--- src/rtl/ssp_pkg.sv ---
package ssp_pkg;
  typedef enum logic [1:0] {
    ST_IDLE = 2'd0,
    ST_CONV = 2'd1,
    ST_DATA = 2'd2
  } ssp_state_e;
endpackage

--- src/rtl/ssp_edge.sv ---
module ssp_edge #(
  parameter int N = 2
) (
  input  logic         clk,
  input  logic         rst_n,
  input  logic [N-1:0] din,
  output logic [N-1:0] rise,
  output logic [N-1:0] fall
);
  logic [N-1:0] prev_q;

  always_ff @(posedge clk or negedge rst_n) begin
    if (!rst_n) prev_q <= '0;
    else        prev_q <= din;
  end

  for (genvar i = 0; i < N; i++) begin : g_bit
    assign rise[i] = din[i] & ~prev_q[i];
    assign fall[i] = ~din[i] & prev_q[i];
  end
endmodule

--- src/rtl/ssp_conv_timer.sv ---
module ssp_conv_timer #(
  parameter int CONV_CYC = 110
) (
  input  logic clk,
  input  logic rst_n,
  input  logic start,
  output logic done
);
  localparam int TW = $clog2(CONV_CYC + 1);

  logic          run_q, run_d;
  logic [TW-1:0] cnt_q, cnt_d;

  assign done = run_q && (cnt_q == TW'(1));

  always_comb begin
    run_d = run_q;
    cnt_d = cnt_q;
    if (start && !run_q) begin
      run_d = 1'b1;
      cnt_d = TW'(CONV_CYC);
    end else if (run_q) begin
      if (done) run_d = 1'b0;
      cnt_d = cnt_q - TW'(1);
    end
  end

  always_ff @(posedge clk or negedge rst_n) begin
    if (!rst_n) begin
      run_q <= 1'b0;
      cnt_q <= '0;
    end else begin
      run_q <= run_d;
      cnt_q <= cnt_d;
    end
  end
endmodule

--- src/rtl/ssp_shifter.sv ---
module ssp_shifter #(
  parameter int W = 18
) (
  input  logic         clk,
  input  logic         rst_n,
  input  logic         load,
  input  logic [W-1:0] load_val,
  input  logic         shift,
  input  logic         shift_in,
  output logic         msb
);
  logic [W-1:0] sr_q, sr_d;

  always_comb begin
    sr_d = sr_q;
    if (load)       sr_d = load_val;
    else if (shift) sr_d = {sr_q[W-2:0], shift_in};
  end

  always_ff @(posedge clk or negedge rst_n) begin
    if (!rst_n) sr_q <= '0;
    else        sr_q <= sr_d;
  end

  assign msb = sr_q[W-1];
endmodule

--- src/rtl/ssp_sar_port.sv ---
module ssp_sar_port
  import ssp_pkg::*;
#(
  parameter int RES_W    = 18,
  parameter int CONV_CYC = 110
) (
  input  logic             clk,
  input  logic             rst_n,
  input  logic             cnv,
  input  logic             sck,
  input  logic             sdi,
  input  logic [RES_W-1:0] res_data,
  input  logic             res_vld,
  output logic             sdo,
  output logic             sdo_oe
);
  localparam int BW = $clog2(RES_W);

  ssp_state_e       state_q, state_d;
  logic             chain_q, chain_d;
  logic             marker_q, marker_d;
  logic [BW-1:0]    bitcnt_q, bitcnt_d;
  logic [RES_W-1:0] hold_q;

  logic [1:0] rise_v, fall_v;
  logic       cnv_rise, sck_fall, sel_low, start, tmr_done, shift, msb;

  ssp_edge #(.N(2)) i_edge (
    .clk  (clk),
    .rst_n(rst_n),
    .din  ({sck, cnv}),
    .rise (rise_v),
    .fall (fall_v)
  );

  assign cnv_rise = rise_v[0];
  assign sck_fall = fall_v[1];
  assign sel_low  = ~cnv | ~sdi;
  assign start    = cnv_rise && (state_q != ST_CONV);

  ssp_conv_timer #(.CONV_CYC(CONV_CYC)) i_timer (
    .clk  (clk),
    .rst_n(rst_n),
    .start(start),
    .done (tmr_done)
  );

  assign shift = (state_q == ST_DATA) && sck_fall && (chain_q || !marker_q);

  ssp_shifter #(.W(RES_W)) i_shift (
    .clk     (clk),
    .rst_n   (rst_n),
    .load    (tmr_done),
    .load_val(hold_q),
    .shift   (shift),
    .shift_in(chain_q & sdi),
    .msb     (msb)
  );

  // result holding register with clock enable
  always_ff @(posedge clk or negedge rst_n) begin
    if (!rst_n)       hold_q <= '0;
    else if (res_vld) hold_q <= res_data;
  end

  always_comb begin
    state_d  = state_q;
    chain_d  = chain_q;
    marker_d = marker_q;
    bitcnt_d = bitcnt_q;
    if (start) begin
      state_d  = ST_CONV;
      chain_d  = ~sdi;
      marker_d = 1'b0;
      bitcnt_d = '0;
    end else begin
      unique case (state_q)
        ST_CONV: begin
          if (tmr_done) begin
            state_d  = ST_DATA;
            marker_d = !chain_q && sel_low;
          end
        end
        ST_DATA: begin
          if (sck_fall && !chain_q) begin
            if (marker_q) begin
              marker_d = 1'b0;
            end else if (bitcnt_q == BW'(RES_W - 1)) begin
              state_d = ST_IDLE;
            end else begin
              bitcnt_d = bitcnt_q + BW'(1);
            end
          end
        end
        default: ;
      endcase
    end
  end

  always_ff @(posedge clk or negedge rst_n) begin
    if (!rst_n) begin
      state_q  <= ST_IDLE;
      chain_q  <= 1'b0;
      marker_q <= 1'b0;
      bitcnt_q <= '0;
    end else begin
      state_q  <= state_d;
      chain_q  <= chain_d;
      marker_q <= marker_d;
      bitcnt_q <= bitcnt_d;
    end
  end

  assign sdo    = (state_q == ST_DATA) && (marker_q || msb);
  assign sdo_oe = (state_q != ST_IDLE) && (chain_q || sel_low);
endmodule

--- config.mk ---
export PLATFORM = sky130hd
export DESIGN_NAME = ssp_sar_port
export DESIGN_NICKNAME = d
export VERILOG_FILES = /design/src/rtl/ssp_pkg.sv /design/src/rtl/ssp_edge.sv /design/src/rtl/ssp_conv_timer.sv /design/src/rtl/ssp_shifter.sv /design/src/rtl/ssp_sar_port.sv
export SDC_FILE = /design/constraint.sdc
export NUM_CORES = 1
export LEC_CHECK = 0
export ABC_AREA = 1
export BUFFER_PORTS_ARGS = -buffer_cell sky130_fd_sc_hd__buf_2
export CORE_UTILIZATION = 58
export CTS_CLUSTER_SIZE = 25
export DETAILED_ROUTE_END_ITERATION = 6
export MAX_ROUTING_LAYER = met4
export PLACE_DENSITY = 0.88
export SLEW_MARGIN = 10
export SYNTH_ARGS = -nofsm -noshare
export SYNTH_HDL_FRONTEND = slang
export SYNTH_SLANG_ARGS = --single-unit
--- constraint.sdc ---
create_clock -name clk -period 2.1 [get_ports clk]
set_input_delay 0.21 -clock clk [delete_from_list [all_inputs] [get_ports clk]]
set_output_delay 0.21 -clock clk [all_outputs]
set_load 0.05 [all_outputs]
==> flow_summary.json <==
{
  "status": "completed",
  "crit_path_max_fanout": 13,
  "synth_seq_cells": 55,
  "rows": 24,
  "intPower_uw": 1709,
  "cts_hold_buffers": 0,
  "synth_fp_nets": 317,
  "synth_fa_ha_area_share_pct": 3.723,
  "drt_iter0_drc": 79,
  "cts_buffers": 5,
  "dpl_worst_slack_ps": 309.3,
  "port_buffers": 25,
  "cp-start-kind": "register",
  "pwr_density_cell_nw_per_um2": 887.5,
  "design_area_um2": 2930,
  "finalNetCount": 345,
  "netlist_top_cells_area": "dfrtp_1, nand2_1, mux2_2, nor2_1, o21ai_0",
  "pwr-share-comb_pct": 27.2,
  "multi_input_area_um2": 1151,
  "arrival_ps": 2080,
  "synth_xor_xnor_area_share_pct": 0.6515,
  "postRouteAntennaNets": 0,
  "synth_most_common_cell": "dfrtp_1",
  "diodes": 0,
  "worst_pin_slew_ps": 672.0,
  "holdWs_ps": 18.56,
  "grt_setup_unrepaired": "no",
  "hold_violations": 0,
  "finalMaxSlewViolations": 0,
  "cellLeakagePower_uw": 0.001402,
  "maxCapViolations": 0,
  "cts.repair.resized": 0,
  "via_per_inst": 5.451,
  "tns_ps": 0,
  "globalplace.congestion": 0.7700,
  "final.min_clock_period_ps": 1847,
  "dpl_cell_area_um2": 2849,
  "peakVddDrop_v": 0.0003940,
  "maxSlewHeadroom_pct": 55.20,
  "swShare_pct": 34.30,
  "cts_tree": "built",
  "wl_mm": 4.774,
  "routed-via-count": 1995,
  "die_width_um": 70.09,
  "synth_top_family_by_area": "simple AND/OR/NAND/NOR gates",
  "fillers": 373,
  "die_h_um": 70.09,
  "crit_required_ps": 2340,
  "criticalPathCategory": "reg -> reg",
  "cts-root-buf": "clkbuf_8",
  "post-route-util_pct": 66.38,
  "clock_skew_ps": 4.105,
  "gr-total-overflow": 0,
  "clk_latency_ps": 310,
  "routedWlPerCell_um": 13.04,
  "p_switching_uw": 892.1,
  "clockBufferDepth": 2,
  "post-route-period-util_pct": 87.93,
  "synth_cells": 285,
  "synthSimpleGateAreaFrac_pct": 18.15,
  "synth_seq_area_share_pct": 51.19,
  "remaining_drc_errors": 0,
  "grt_pass1_vias": 1945,
  "synthDominantCellAreaShare_pct": 51.19,
  "grt_max_degree": 56,
  "antenna_found_initial": 0,
  "seq_area_um2": 1376,
  "io-pin-count": 26,
  "clkPwrFrac_pct": 21.4,
  "htreeDepth": 2,
  "end_kind": "register",
  "synth_compound_area_share_pct": 14.43,
  "syn2layout_area_growth_pct": 8.981,
  "synth_edf_count": 0,
  "timing.final.ws_setup_ps": 253.5,
  "synth_top_area_cell": "dfrtp_1",
  "syn-cell-area_um2": 2689,
  "muxShareOfSynthArea_pct": 5.863,
  "start_util_pct": 60.91,
  "fmax_ghz": 0.5416,
  "grt_pass1_wl_mm": 8.445,
  "synth_area_per_cell_um2": 9.434,
  "drive_above_1_share_pct": 24.52,
  "dp_hpwl_mm": 3.386,
  "synth_ff_type": "dfrtp_1",
  "dieArea_um2": 4912,
  "cts_sinks": 55,
  "postCtsSetupRepairBufs": 0,
  "track_usage_pct": 22.50,
  "min_path_type": "in -> async",
  "firstDrtPassIters": 4,
  "netlist_top_cells_count": "dfrtp_1, nand2_1, nor2_1",
  "synthDistinctLibCells": 25,
  "core_um2": 4414,
  "p_seq_share_pct": 51.4,
  "yosys_warnings": 0,
  "path_clk_slew_ps": 90,
  "async_flop_share_pct": 100.0,
  "setup_viol": 0
}
final timing paths:
path,cells past startpoint,endpoint,startpoint,slack [ps]
min in group clk,1,i_edge.prev_q[1],sck,30
worst min register to register,1,i_timer.cnt_q[6],i_timer.cnt_q[6],500
worst max-delay path,7,i_shift.sr_q[17],state_q[0],250
worst max register to register,7,i_shift.sr_q[17],state_q[0],250
worst min-delay path,2,i_timer.cnt_q[3],rst_n,20
max in group asynchronous,2,hold_q[1],rst_n,1640
power groups by stage:
stage	Sequential, uW	Clock [uW]	Combinational, uW
after CTS	1340	574	713
after detailed placement	1360	0	706
final	1340	557	707
after global routing	1350	608	817
after global placement	1350	0	677
after floorplan	1320	0	556
through the flow:
stage,std cells,power (uW)
after global placement,358,2025
final,366,2601
after global routing,366,2780
after CTS,366,2623
after detailed placement,358,2062
after floorplan,285,1881
placed cells by master (no fill, tap or decap), types with 9 or more instances in the layout:
cell / n
nor2_1: 34
a21oi_1: 15
nand2_1: 50
dfrtp_1: 55
nand3_1: 14
o21ai_0: 25
inv_1: 25
buf_2: 25
a21oi_2: 9
o21ai_2: 9
mux2_2: 14
metal layers:
metal	GRT usage (%)	part of all wire (%)	wire length, um	vias up
li1	-	-	-	998
met1	26.45	46	2183	952
met2	38.35	50	2378	38
met3	4.185	2.9	138	7
met4	8.667	1.6	74	0
met5	-	0	0	-
layout make-up:
cell class | count | area share (%)
clock inverter | 1 | 0.1708
inverter | 27 | 3.459
tap | 52 | 2.220
multi-input combinational | 195 | 39.28
sequential | 55 | 46.97
timing repair buffer | 29 | 5.295
clock buffer | 7 | 2.605
state kept, by name (all words and copies together), names as in the netlist:
register	count
bitcnt_q	5
chain_q	1
hold_q	18
i_edge.prev_q	2
i_shift.sr_q	18
i_timer.cnt_q	7
i_timer.run_q	1
marker_q	1
state_q	2
critical path, stage by stage, from the launching register on:
cell and delay, ps:
dfrtp_1 430, inv_1 100, ha_1 280, nand3_2 130
a21oi_4 370, buf_4 270, a21oi_2 70, o21ai_2 120
cell families (layout without fill, tap and decap cells):
family / count (synthesis) / after routing
compound gates: 61 / 61
xor+xnor: 2 / 2
fa+ha+maj: 8 / 8
buf+inv: 35 / 64
flops: 55 / 55
mux: 14 / 14
simple gates: 110 / 110
No activity file was read; power rests on OpenSTA's default activity.
